<file path="config.mk">
export PLATFORM = sky130hd
export DESIGN_NAME = seg_frame_rx
export DESIGN_NICKNAME = d
export VERILOG_FILES = /design/src/rtl/seg_rx_pkg.sv /design/src/rtl/seg_rx_sync.sv /design/src/rtl/seg_rx_shift.sv /design/src/rtl/seg_rx_ctrl.sv /design/src/rtl/seg_rx_banks.sv /design/src/rtl/seg_frame_rx.sv
export SDC_FILE = /design/constraint.sdc
export NUM_CORES = 1
export LEC_CHECK = 0
export ABC_AREA = 1
export BUFFER_PORTS_ARGS = -buffer_cell sky130_fd_sc_hd__buf_2
export CAP_MARGIN = 20
export CORE_MARGIN = 3
export CORE_UTILIZATION = 47
export CTS_CLUSTER_SIZE = 30
export DETAILED_ROUTE_END_ITERATION = 10
export PLACE_DENSITY = 0.7
export SYNTH_ARGS = -nofsm -noshare
export SYNTH_HDL_FRONTEND = slang
export SYNTH_SLANG_ARGS = --single-unit
</file>
<file path="constraint.sdc">
create_clock -name clk -period 1.6 [get_ports clk]
set_input_delay 0.08 -clock clk [delete_from_list [all_inputs] [get_ports clk]]
set_output_delay 0.08 -clock clk [all_outputs]
set_load 0.02 [all_outputs]
</file>
<file path="src/rtl/seg_rx_pkg.sv">
package seg_rx_pkg;

  typedef enum logic [1:0] {
    ST_IDLE  = 2'd0,
    ST_RECV  = 2'd1,
    ST_ARMED = 2'd2
  } rx_state_t;

  localparam int BANK_A = 0;
  localparam int BANK_B = 1;

  // bank selected by the final frame bit: 1 -> bank A, 0 -> bank B
  function automatic int bank_of(input logic sel_bit);
    return sel_bit ? BANK_A : BANK_B;
  endfunction

  // counter width able to hold word length plus an overflow value
  function automatic int count_width(input int word_bits);
    return $clog2(word_bits + 2);
  endfunction

endpackage

</file>
<file path="src/rtl/seg_rx_sync.sv">
module seg_rx_sync #(
  parameter int N = 3
) (
  input  logic         clk,
  input  logic         rst_n,
  input  logic [N-1:0] raw_i,
  output logic [N-1:0] lvl_o,
  output logic [N-1:0] dly_o
);

  for (genvar i = 0; i < N; i++) begin : g_wire
    logic meta_q, lvl_q, dly_q;
    always_ff @(posedge clk or negedge rst_n) begin
      if (!rst_n) begin
        meta_q <= 1'b0;
        lvl_q  <= 1'b0;
        dly_q  <= 1'b0;
      end else begin
        meta_q <= raw_i[i];
        lvl_q  <= meta_q;
        dly_q  <= lvl_q;
      end
    end
    assign lvl_o[i] = lvl_q;
    assign dly_o[i] = dly_q;
  end

endmodule

</file>
<file path="src/rtl/seg_rx_shift.sv">
module seg_rx_shift #(
  parameter int W  = 22,
  parameter int CW = 5
) (
  input  logic          clk,
  input  logic          rst_n,
  input  logic          frame_start,
  input  logic          bit_strobe,
  input  logic          data_bit,
  output logic [W-1:0]  word_o,
  output logic [CW-1:0] count_o
);

  localparam logic [CW-1:0] SAT = CW'(W + 1);

  logic [W-1:0]  word_q;
  logic [CW-1:0] count_q;

  // first bit sent ends up in word_q[0] after exactly W shifts
  always_ff @(posedge clk or negedge rst_n) begin
    if (!rst_n) begin
      word_q  <= '0;
      count_q <= '0;
    end else if (frame_start) begin
      count_q <= '0;
    end else if (bit_strobe) begin
      word_q <= {data_bit, word_q[W-1:1]};
      if (count_q != SAT) count_q <= count_q + 1'b1;
    end
  end

  assign word_o  = word_q;
  assign count_o = count_q;

endmodule

</file>
<file path="src/rtl/seg_rx_ctrl.sv">
module seg_rx_ctrl
  import seg_rx_pkg::*;
#(
  parameter int W           = 22,
  parameter int CW          = 5,
  parameter int BUSY_CYCLES = 16
) (
  input  logic          clk,
  input  logic          rst_n,
  input  logic          frame_start,
  input  logic          frame_end,
  input  logic          bit_strobe,
  input  logic          load_strobe,
  input  logic          data_bit,
  input  logic          data_glitch,
  input  logic [CW-1:0] count_i,
  output logic          load_fire,
  output logic          frame_err,
  output logic          busy_o
);

  localparam int BW = $clog2(BUSY_CYCLES + 1);
  localparam logic [CW-1:0] FULL = CW'(W);

  rx_state_t     state_q;
  logic          err_q;
  logic [BW-1:0] busy_q;
  logic          busy_now;

  assign busy_now  = (busy_q != '0);
  assign load_fire = (state_q == ST_ARMED) && load_strobe && !err_q
                     && (count_i == FULL) && !busy_now;

  always_ff @(posedge clk or negedge rst_n) begin
    if (!rst_n) begin
      state_q <= ST_IDLE;
      err_q   <= 1'b0;
    end else if (frame_start) begin
      state_q <= ST_RECV;
      err_q   <= busy_now;            // frame opened while busy is discarded
    end else begin
      case (state_q)
        ST_RECV: begin
          if (bit_strobe && count_i == '0 && data_bit) err_q <= 1'b1;
          if (bit_strobe && count_i >= FULL)           err_q <= 1'b1;
          if (data_glitch)                             err_q <= 1'b1;
          if (frame_end) begin
            state_q <= ST_ARMED;
            if (count_i != FULL) err_q <= 1'b1;
          end
        end
        ST_ARMED: if (load_strobe) state_q <= ST_IDLE;
        default:  state_q <= ST_IDLE;
      endcase
    end
  end

  always_ff @(posedge clk or negedge rst_n) begin
    if (!rst_n)            busy_q <= '0;
    else if (load_fire)    busy_q <= BW'(BUSY_CYCLES);
    else if (busy_now)     busy_q <= busy_q - 1'b1;
  end

  assign frame_err = err_q;
  assign busy_o    = busy_now;

endmodule

</file>
<file path="src/rtl/seg_rx_banks.sv">
module seg_rx_banks
  import seg_rx_pkg::*;
#(
  parameter int SEG = 20
) (
  input  logic           clk,
  input  logic           rst_n,
  input  logic           load_fire,
  input  logic           sel_bit,
  input  logic [SEG-1:0] seg_i,
  output logic [SEG-1:0] bank_a_o,
  output logic [SEG-1:0] bank_b_o
);

  logic [SEG-1:0] bank_q [2];

  for (genvar b = 0; b < 2; b++) begin : g_bank
    always_ff @(posedge clk or negedge rst_n) begin
      if (!rst_n)                                  bank_q[b] <= '0;
      else if (load_fire && bank_of(sel_bit) == b) bank_q[b] <= seg_i;
    end
  end

  assign bank_a_o = bank_q[BANK_A];
  assign bank_b_o = bank_q[BANK_B];

endmodule

</file>
<file path="src/rtl/seg_frame_rx.sv">
module seg_frame_rx
  import seg_rx_pkg::*;
#(
  parameter int WORD_BITS   = 22,
  parameter int BUSY_CYCLES = 16
) (
  input  logic                 clk,
  input  logic                 rst_n,
  input  logic                 clb_i,
  input  logic                 dlen_i,
  input  logic                 data_i,
  output logic [WORD_BITS-3:0] bank_a_o,
  output logic [WORD_BITS-3:0] bank_b_o,
  output logic                 busy_o
);

  localparam int SEG_BITS = WORD_BITS - 2;
  localparam int CNT_W    = count_width(WORD_BITS);

  logic [2:0] lvl, dly;
  logic clb_rise, dlen_lvl, frame_start, frame_end;
  logic bit_strobe, load_strobe, data_glitch, data_bit;
  logic load_fire, frame_err;
  logic [WORD_BITS-1:0] frame_word;
  logic [CNT_W-1:0]     bit_count;

  seg_rx_sync #(.N(3)) u_sync (
    .clk(clk), .rst_n(rst_n),
    .raw_i({data_i, dlen_i, clb_i}),
    .lvl_o(lvl), .dly_o(dly)
  );

  // named events shared by the control, the datapath and the checker
  assign data_bit    = lvl[2];
  assign dlen_lvl    = lvl[1];
  assign clb_rise    = lvl[0] & ~dly[0];
  assign frame_start = lvl[1] & ~dly[1];
  assign frame_end   = ~lvl[1] & dly[1];
  assign bit_strobe  = clb_rise & dlen_lvl;
  assign load_strobe = clb_rise & ~dlen_lvl;
  assign data_glitch = dlen_lvl & lvl[0] & dly[0] & (lvl[2] ^ dly[2]);

  seg_rx_shift #(.W(WORD_BITS), .CW(CNT_W)) u_shift (
    .clk(clk), .rst_n(rst_n),
    .frame_start(frame_start), .bit_strobe(bit_strobe), .data_bit(data_bit),
    .word_o(frame_word), .count_o(bit_count)
  );

  seg_rx_ctrl #(.W(WORD_BITS), .CW(CNT_W), .BUSY_CYCLES(BUSY_CYCLES)) u_ctrl (
    .clk(clk), .rst_n(rst_n),
    .frame_start(frame_start), .frame_end(frame_end),
    .bit_strobe(bit_strobe), .load_strobe(load_strobe),
    .data_bit(data_bit), .data_glitch(data_glitch), .count_i(bit_count),
    .load_fire(load_fire), .frame_err(frame_err), .busy_o(busy_o)
  );

  seg_rx_banks #(.SEG(SEG_BITS)) u_banks (
    .clk(clk), .rst_n(rst_n),
    .load_fire(load_fire), .sel_bit(frame_word[WORD_BITS-1]),
    .seg_i(frame_word[WORD_BITS-2:1]),
    .bank_a_o(bank_a_o), .bank_b_o(bank_b_o)
  );

endmodule

</file>
==> impl_summary.md, run 1 <==
Min path
The tightest min-delay check is of the in -> async type.

Final layout
Counting the fill cells in the layout gives 590. The total area of multi-input combinational cells is 0.00119 mm2. Summing all flip-flop and latch instances after layout gives 0.00208 mm2. At the end of the flow, the number of nets in the layout was 459.

0 antenna diodes ended up in the layout. Cells with a size suffix above 1 make up 24.9% of the layout. The area added between synthesis and finish is 28.2%.

Logic synthesis
After synthesis, the netlist uses 21 different library cells. Yosys attributes the largest share of cell area to sky130_fd_sc_hd__dfrtp_1 (61%), sky130_fd_sc_hd__nand2_1 (13%), sky130_fd_sc_hd__nand4_1 (7.5%), sky130_fd_sc_hd__inv_1 (3.1%), sky130_fd_sc_hd__o21ai_0 (2.5%). By instance count, the leading cell after synthesis is sky130_fd_sc_hd__nand2_1. The share of the synthesized area in the top cell type is 60.7%.

The count of yosys warnings during synthesis is 0. In the synthesized netlist, the cells that appear most often are sky130_fd_sc_hd__nand2_1 (122), sky130_fd_sc_hd__dfrtp_1 (83), sky130_fd_sc_hd__nand4_1 (41), sky130_fd_sc_hd__inv_1 (28), sky130_fd_sc_hd__nor2_1 (20). The most used flip-flop cell after synthesis is sky130_fd_sc_hd__dfrtp_1. Yosys mapped a number of flops with a built-in enable equal to 0. The mean instance size in the synthesized netlist is 9.17 um2. The sequential area share after synthesis is 60.7%. The cell count after synthesis is 373. The mapped netlist covers 0.00342 mm2. Of all flip-flops after synthesis, the portion carrying an async set or reset was 100%. The cell type contributing the most total cell area after synthesis is sky130_fd_sc_hd__dfrtp_1. In this run, synthesis produced a sequential element count of 83.

The number of nets produced by synthesis is 384.

Timing
The number of endpoints with negative hold slack in the final report came to 0. The number of max-slew violations in the final report is 0. In the post-route analysis, the smallest setup slack over all paths is -46.7 ps. For the pin with the worst max-slew slack, the measured transition is 323 ps. In this run the tightest slew margin relative to its limit is 78.5%. The minimum period implied by the final worst setup slack is 1650 ps. The number of endpoints failing setup at the final stage is 6.

The post-route setup TNS is -99.5 ps. Between clock sinks in the finished design, the worst skew comes to 10.2 ps. The final cycle utilization of the critical path is 103%.

Setup repair after global routing could not meet its margin everywhere. The fmax is 607 MHz.

GRT
Entering global routing, the biggest net connects 39 pins. The first global-routing pass estimated 12000 um of wire. Across every metal layer, demand over resource in global routing totals 18.1%.

After global routing the overflow that remains totals 0. The number of antenna violations at the first check in global routing is 0. The number of global-route vias before repair is 2600.

Routing
The routed design has 7990 um of wire. Before antenna repair, the detailed router went through 4 iterations. In the final routed layout, each cell accounts on average for 14.6 um. The vias per cell is 5.18.

The total via count after detailed routing is 2845. After detailed routing, the number of remaining DRC violations is 0. The number of antenna-violating nets in the routed design is 0.

The violation count after the first detailed-route iteration is 206.

Job
The tool flagged a number of max-cap violations equal to 0.

Critical path
Measured in cells, the most critical reg-to-reg path has a length of 9. The highest net fanout along the worst path is 8. Counting both buffers and inverters, the worst setup path holds a total of 4. Setup slack on the worst reg-to-reg path comes out at -50 ps. STA classifies the critical path endpoint as a register. In this design, the largest share of critical-path delay is due to simple AND/OR/NAND/NOR gates. The startpoint of the worst-slack reg-to-reg timing path is u_shift.count_o[0]$_DFFE_PN0P_.

The highest cell delay on the worst timing path is 390 ps. The worst path arrival time is 1930 ps. The critical path required time is 1880 ps. The endpoint identified for the worst register-to-register timing path is u_banks.bank_a_o[2]$_DFFE_PN0P_. STA classifies the critical path startpoint as a register.

The critical path class is reg -> reg. The cell at the slowest stage of the critical path is sky130_fd_sc_hd__dfrtp_1. The critical path goes through inv_2 -> ha_2 -> nand4_1 -> nor3_4 -> buf_6 -> buf_6 -> clkbuf_16 -> nand4_1 -> nand2_1.

Clock network
The clock transition time at the flip-flop clock pins of the worst setup and hold paths is 80 ps. The clock reaches the later pin of the worst-skew pair after 350 ps. The number of buffers created by CTS is 9. The level count of the clock H-tree is 3.

The TritonCTS sink count is 83. The cell chosen for the clock root is sky130_fd_sc_hd__clkbuf_8. The longest clock path from root to sink contains 2 buffers. TritonCTS built the clock tree.

Power and ir drop
The analysis attributes to cell leakage a power of 2.43 nW. Power spread over the standard cell area amounts to 1050 mW/mm2. Across the VDD grid, the largest voltage drop is 0.721 mV.

Floorplanning
In this run the vertical extent of the chip is 91.3 um. The die boundary width is 91.3 um. The number of top-level design ports is 46.

Row generation in the floorplan step produced 30 rows. After floorplanning, the core was sized to cover 0.00691 mm2. The die area is 0.00834 mm2.

For this configuration, the core starts out at a cell density of 49.5%.

Place
At the placement stage, the worst setup path has a slack of -46.0 ps. The number of port buffers is 45. Routability-driven placement finished with a final weighted congestion of 0.844. The wire-length estimate of the detail-placed layout is 4890 um.

Outcome
The final reports fail on setup timing. The flow ran to the end, but the final reports show violations.
==> area by class of cell <==
type                    count  area share [%]
inverters                  31            2.65
well taps                  96            2.74
flip-flops and latches     83            47.3
clock buffers               9            2.82
clock inverters             7            1.23
multi-input cells         239            27.2
repair buffers             84            16.0
==> layout by cell type, fill, tap and decap left out, drive strengths merged <==
cell | Yosys | routed
nand2 | 122 | 122
inv | 30 | 32
ha | 6 | 6
dfrtp | 83 | 83
buf | 13 | 75
or2 | 1 | 1
clkinvlp | 0 | 2
xnor2 | 1 | 1
nand3 | 11 | 11
mux2 | 1 | 1
clkinv | 1 | 4
o31ai | 1 | 1
dlygate4sd3 | 0 | 4
nor3 | 3 | 3
clkbuf | 7 | 14
a21oi | 14 | 14
o21ai | 17 | 17
xor2 | 1 | 1
nand4 | 41 | 41
nor2 | 20 | 20
==> report_power, final <==
group	internal, W	total, W	switching, W
combinational	0.000263	0.000773	0.000510
clock	0.000573	0.00136	0.000784
sequential	0.00230	0.00248	0.000186
==> per-stage QoR <==
stage / total power (W) / hold WS [ps] / utilization (%) / area (um2) / instances
2_1_floorplan: 0.00293 / -216 / - / 3420 / 373
3_3_place_gp: 0.00320 / 5.97 / 56.1 / 3870 / 516
3_5_place_dp: 0.00322 / 4.13 / 56.1 / 3870 / 516
4_1_cts: 0.00458 / 172 / 59.5 / 4110 / 538
5_1_grt: 0.00487 / 186 / 63.5 / 4390 / 549
6_report: 0.00461 / 169 / 63.5 / 4390 / 549
==> kinds of logic after synthesis <==
| kind of cell | share of synthesized area, % |
|---|---|
| AND/OR/NAND/NOR | 25.5 |
| flip-flops | 60.7 |
| buffers and inverters | 6.04 |
| AO/OA/AOI/OAI | 4.76 |
| adder cells (fa/ha/maj) | 2.19 |
| XOR/XNOR | 0.512 |
| multiplexers | 0.329 |
==> per-layer routing <==
layer | GRT usage, % | wire (um)
met1 | 24.0 | 3530
met2 | 28.2 | 3950
met5 | 0 | 0
met3 | 3.31 | 326
met4 | 9.80 | 183
==> flip-flops by register name, summed over array words and instances, names as in the netlist <==
name,count
u_sync.g_wire.dly_q,3
u_ctrl.state_q,2
u_ctrl.busy_q,5
u_sync.g_wire.lvl_q,3
u_banks.bank_b_o,20
u_ctrl.frame_err,1
u_shift.count_o,5
u_shift.word_o,21
u_sync.g_wire.meta_q,3
u_banks.bank_a_o,20
==> worst register-to-register path: stages, from the launching register on <==
cell	delay, ps
sky130_fd_sc_hd__dfrtp_1	390
sky130_fd_sc_hd__inv_2	70
sky130_fd_sc_hd__ha_2	150
sky130_fd_sc_hd__nand4_1	140
sky130_fd_sc_hd__nor3_4	200
sky130_fd_sc_hd__buf_6	150
sky130_fd_sc_hd__buf_6	130
sky130_fd_sc_hd__clkbuf_16	150
sky130_fd_sc_hd__nand4_1	100
sky130_fd_sc_hd__nand2_1	100
==> worst max-delay path by stage <==
| stage | startpoint | slack, ps | depth (start not counted) | endpoint |
|---|---|---|---|---|
| after floorplan | u_ctrl.busy_q[0]$_DFFE_PN0P_ | 20 | 8 | u_banks.bank_b_o[10]$_DFFE_PN0P_ |
| after global placement | u_shift.count_o[0]$_DFFE_PN0P_ | 30 | 8 | u_banks.bank_a_o[1]$_DFFE_PN0P_ |
| after detailed placement | u_shift.count_o[0]$_DFFE_PN0P_ | -50 | 8 | u_banks.bank_b_o[12]$_DFFE_PN0P_ |
| after CTS | u_shift.count_o[0]$_DFFE_PN0P_ | -10 | 8 | u_banks.bank_b_o[0]$_DFFE_PN0P_ |
| after global routing | u_shift.count_o[0]$_DFFE_PN0P_ | -130 | 9 | u_banks.bank_a_o[2]$_DFFE_PN0P_ |
| final | u_shift.count_o[0]$_DFFE_PN0P_ | -50 | 9 | u_banks.bank_a_o[2]$_DFFE_PN0P_ |
==> repair_timing <==
action	in CTS	in global routing
hold endpoints to repair	63	0
hold buffers	4	0
gates resized for setup	1	28
pin swaps	2	30
buffers inserted	2	4
endpoints found under the setup margin	40	48
gates cloned	0	7
(Power assumes the default switching activity.)
==> run 2: changes to the inputs <==
--- a/config.mk
+++ b/config.mk
@@ -12,7 +12,7 @@
 export CORE_UTILIZATION = 47
 export CTS_CLUSTER_SIZE = 30
 export DETAILED_ROUTE_END_ITERATION = 10
-export PLACE_DENSITY = 0.7
+export PLACE_DENSITY = 0.67
 export SYNTH_ARGS = -nofsm -noshare
 export SYNTH_HDL_FRONTEND = slang
 export SYNTH_SLANG_ARGS = --single-unit
==> constraint.sdc (replaced) <==
create_clock -name clk -period 2 [get_ports clk]
set_input_delay 0.1 -clock clk [delete_from_list [all_inputs] [get_ports clk]]
set_output_delay 0.1 -clock clk [all_outputs]
set_load 0.02 [all_outputs]
==> run 2 against run 1 <==
The flow now finishes without violations; utilization decreased by 4.7 points; worst setup slack improved by 330 ps; sequential power down 20%; clock power hardly changed; global-route usage grew 0.20 points; clock skew up 1.3 ps; non-clock buffer count shrank 23; wire length down 12%; register-to-register slack improved by 330 ps; fmax decreased by 4.1%; largest cell class unchanged.
==> impl_summary.md, run 2 (synthesis results as in run 1) <==
Final layout
The area added between synthesis and finish is 18.8%. In the layout the commonest cells are sky130_fd_sc_hd__nand2_1 (122), sky130_fd_sc_hd__dfrtp_1 (83), sky130_fd_sc_hd__buf_2 (44). The number of nets in the finished design is 436 (-5.0%). The number of inserted filler cells in the final layout is 630 (+6.8%). Leaving out fill and tap cells, the most frequent cell in the layout is sky130_fd_sc_hd__nand2_1.

The count of placed standard cells in the final layout, fillers left out was 525 (-4.4%). The total area of multi-input combinational cells came to 0.00114 mm2 (-4.2%). The utilization after layout is 58.8% (-4.7 points). The post-layout instance area is 0.00406 mm2 (-7.4%). The antenna cell count is 0 (unchanged). The number of flip-flops under the largest register name is 21 (unchanged). The fraction of layout cells with a size suffix above 1 came to 17.9% (-7.0 points). The register area was 0.00208 mm2 (unchanged).

Floorplanning
The die area came to 0.00834 mm2 (unchanged). The core footprint is 0.00691 mm2 (unchanged). The die outline height is 91.3 um (unchanged).

The starting density of the core is 49.5% (unchanged). The die boundary width came to 91.3 um (unchanged). The floorplan row count is 30 (unchanged). The number of top-level design ports came to 46 (unchanged).

Critical path
The worst setup path startpoint is u_shift.count_o[0]$_DFFE_PN0P_. The destination of the worst register-to-register timing path is u_ctrl.busy_q[0]$_DFFE_PN0P_. The critical path class is reg -> reg. The critical path required time is 2230 ps (+350 ps). The highest net fanout along the worst path came to 21 (+13). The worst setup path is captured at a register. The minimum setup slack among reg-to-reg paths was 280 ps (+330 ps). The startpoint of the worst-slack reg-to-reg timing path is u_shift.count_o[0]$_DFFE_PN0P_. The worst path arrival time is 1950 ps (+20 ps). The number of cells on the worst reg-to-reg path is 8 (-1).

STA classifies the critical path startpoint as a register.

Place
The cell area reported after detailed placement was 0.00380 mm2 (-1.9%). The weighted congestion reported at the end of routability-driven placement is 0.782 (-7.3%). The total instance count after detailed placement was 506 (-1.9%). The number of port buffers is 45 (unchanged).

The HPWL after detailed placement is 4750 um (-2.9%).

Clock network
The setup fix buffers added after clock tree synthesis is 0 (-2). The number of buffers created by CTS came to 9 (unchanged). The clock transition time at the flip-flop clock pins of the worst setup and hold paths is 80 ps (about the same).

The maximum number of buffers from clock root to sink is 2 (unchanged). TritonCTS built the clock tree. The level count of the clock H-tree came to 3 (unchanged).

The TritonCTS sink count came to 83 (unchanged). The clock latency on the worst-skew pair is 340 ps (about the same). The cell chosen for the clock root is sky130_fd_sc_hd__clkbuf_8.

GRT
The number of antenna violations at the first check in global routing is 0 (unchanged). The pin count of the biggest net entering global routing is 47 (+21%). The total global routing track utilization is 18.3% (+0.20 points). The first-pass GRT wire length is 12300 um (+2.4%). The number of global-route vias before repair is 2589 (-0.42%).

The total overflow reported by the global router came to 0 (unchanged).

Job
The max-cap violation count was 0 (unchanged).

Timing
The fmax was 582 MHz (-4.1%). The number of max-slew violations in the final report is 0 (unchanged). The transition time at the pin with the least slew margin is 596 ps (+273 ps). The post-route clock skew was 11.4 ps (+1.26 ps). The post-route setup TNS was 0 ps (+99.5 ps). The final cycle utilization of the critical path is 85.9% (-17 points). The number of endpoints with negative hold slack in the final report was 0 (unchanged).

The headroom to the max-slew limit was 60.3% (-18 points). The minimum period implied by the final worst setup slack is 1720 ps (+71.2 ps). Setup repair after global routing left no endpoint under its margin. The number of endpoints failing setup at the final stage came to 0 (-6).

Min path
The class of the tightest hold or removal check is in -> async.

Power and ir drop
The total power density per cell area is 951 mW/mm2 (-9.6%). The worst voltage drop across the vdd grid came to 0.399 mV (-45%). The static leakage is 2.29 nW (-6.0%).

Routing
The total via count after detailed routing is 2643 (-7.1%). The number of antenna-violating nets in the routed design came to 0 (unchanged). The routed wire length per instance is 13.3 um (-8.4%).

The vias per cell is 5.03 (-2.9%). The violation count after the first detailed-route iteration is 106 (-49%). The total iterations of the first detailed-routing run came to 4 (unchanged).

The number of remaining DRC errors was 0 (unchanged). The total wire length was 7000 um (-12%).

Outcome
The run finished with clean final reports.
-- run 2: cell count changes in the layout (fill, tap and decap cells not counted), moves of 3 or more --
| cell | before | now |
|---|---|---|
| sky130_fd_sc_hd__nand3_1 | 8 | 11 |
| sky130_fd_sc_hd__buf_4 | 19 | 11 |
| sky130_fd_sc_hd__clkbuf_16 | 5 | 0 |
| sky130_fd_sc_hd__buf_6 | 7 | 0 |
| sky130_fd_sc_hd__nor2_1 | 17 | 20 |
| sky130_fd_sc_hd__nor2_2 | 3 | 0 |
-- run 2: layout make-up --
class                           count  area share (%)
Clock inverter                      5            2.12
Sequential cell                    83            51.1
Multi-Input combinational cell    239            28.1
Tap cell                           96            2.96
Inverter                           31            2.86
Timing Repair Buffer               61            9.42
Clock buffer                       10            3.39
-- run 2: report_power, final --
| part | internal (W) | total, W | switching [W] |
|---|---|---|---|
| clock network | 0.000740 | 0.00134 | 0.000601 |
| registers | 0.00184 | 0.00198 | 0.000143 |
| logic | 0.000175 | 0.000544 | 0.000369 |
| total | 0.00275 | 0.00386 | 0.00111 |
-- run 2: stage by stage --
step	hold WS, ps	power, W	setup WS (ps)
2_1_floorplan	-196	0.00234	417
3_3_place_gp	145	0.00252	401
3_5_place_dp	147	0.00255	305
4_1_cts	314	0.00389	289
5_1_grt	348	0.00411	133
6_report	307	0.00386	282
-- run 2: worst max-delay path, cell delays in order, from the launching register on --
cell	delay (ps)
sky130_fd_sc_hd__dfrtp_1	410
sky130_fd_sc_hd__inv_1	110
sky130_fd_sc_hd__ha_1	150
sky130_fd_sc_hd__nand4_1	210
sky130_fd_sc_hd__nor3_4	250
sky130_fd_sc_hd__buf_4	280
sky130_fd_sc_hd__nor2_1	100
sky130_fd_sc_hd__nand2_1	60
sky130_fd_sc_hd__nand2_1	50
-- run 2: what timing repair did --
| item | in CTS | in global routing |
|---|---|---|
| endpoints found under the hold margin | 48 | 0 |
| hold buffers | 4 | 0 |
| resized for setup | 0 | 0 |
-- run 2: routing by layer --
| metal | wire length, um | track usage [%] | share of wire, % | vias to the layer above |
|---|---|---|---|---|
| met5 | 0 | 0 | 0 | - |
| met1 | 3330 | 25.0 | 48 | 1256 |
| met2 | 3320 | 28.8 | 47 | 63 |
| met3 | 291 | 4.81 | 4.2 | 7 |
| li1 | - | - | - | 1317 |
| met4 | 61 | 5.53 | 0.87 | 0 |
-- run 2: how the worst max path moves through the flow --
stage	slack, ps	endpoint
after floorplan	420	u_banks.bank_b_o[10]$_DFFE_PN0P_
after global placement	400	u_ctrl.busy_q[1]$_DFFE_PN0P_
after detailed placement	310	u_ctrl.busy_q[0]$_DFFE_PN0P_
after CTS	290	u_ctrl.busy_q[0]$_DFFE_PN0P_
after global routing	130	u_ctrl.busy_q[0]$_DFFE_PN0P_
final	280	u_ctrl.busy_q[0]$_DFFE_PN0P_
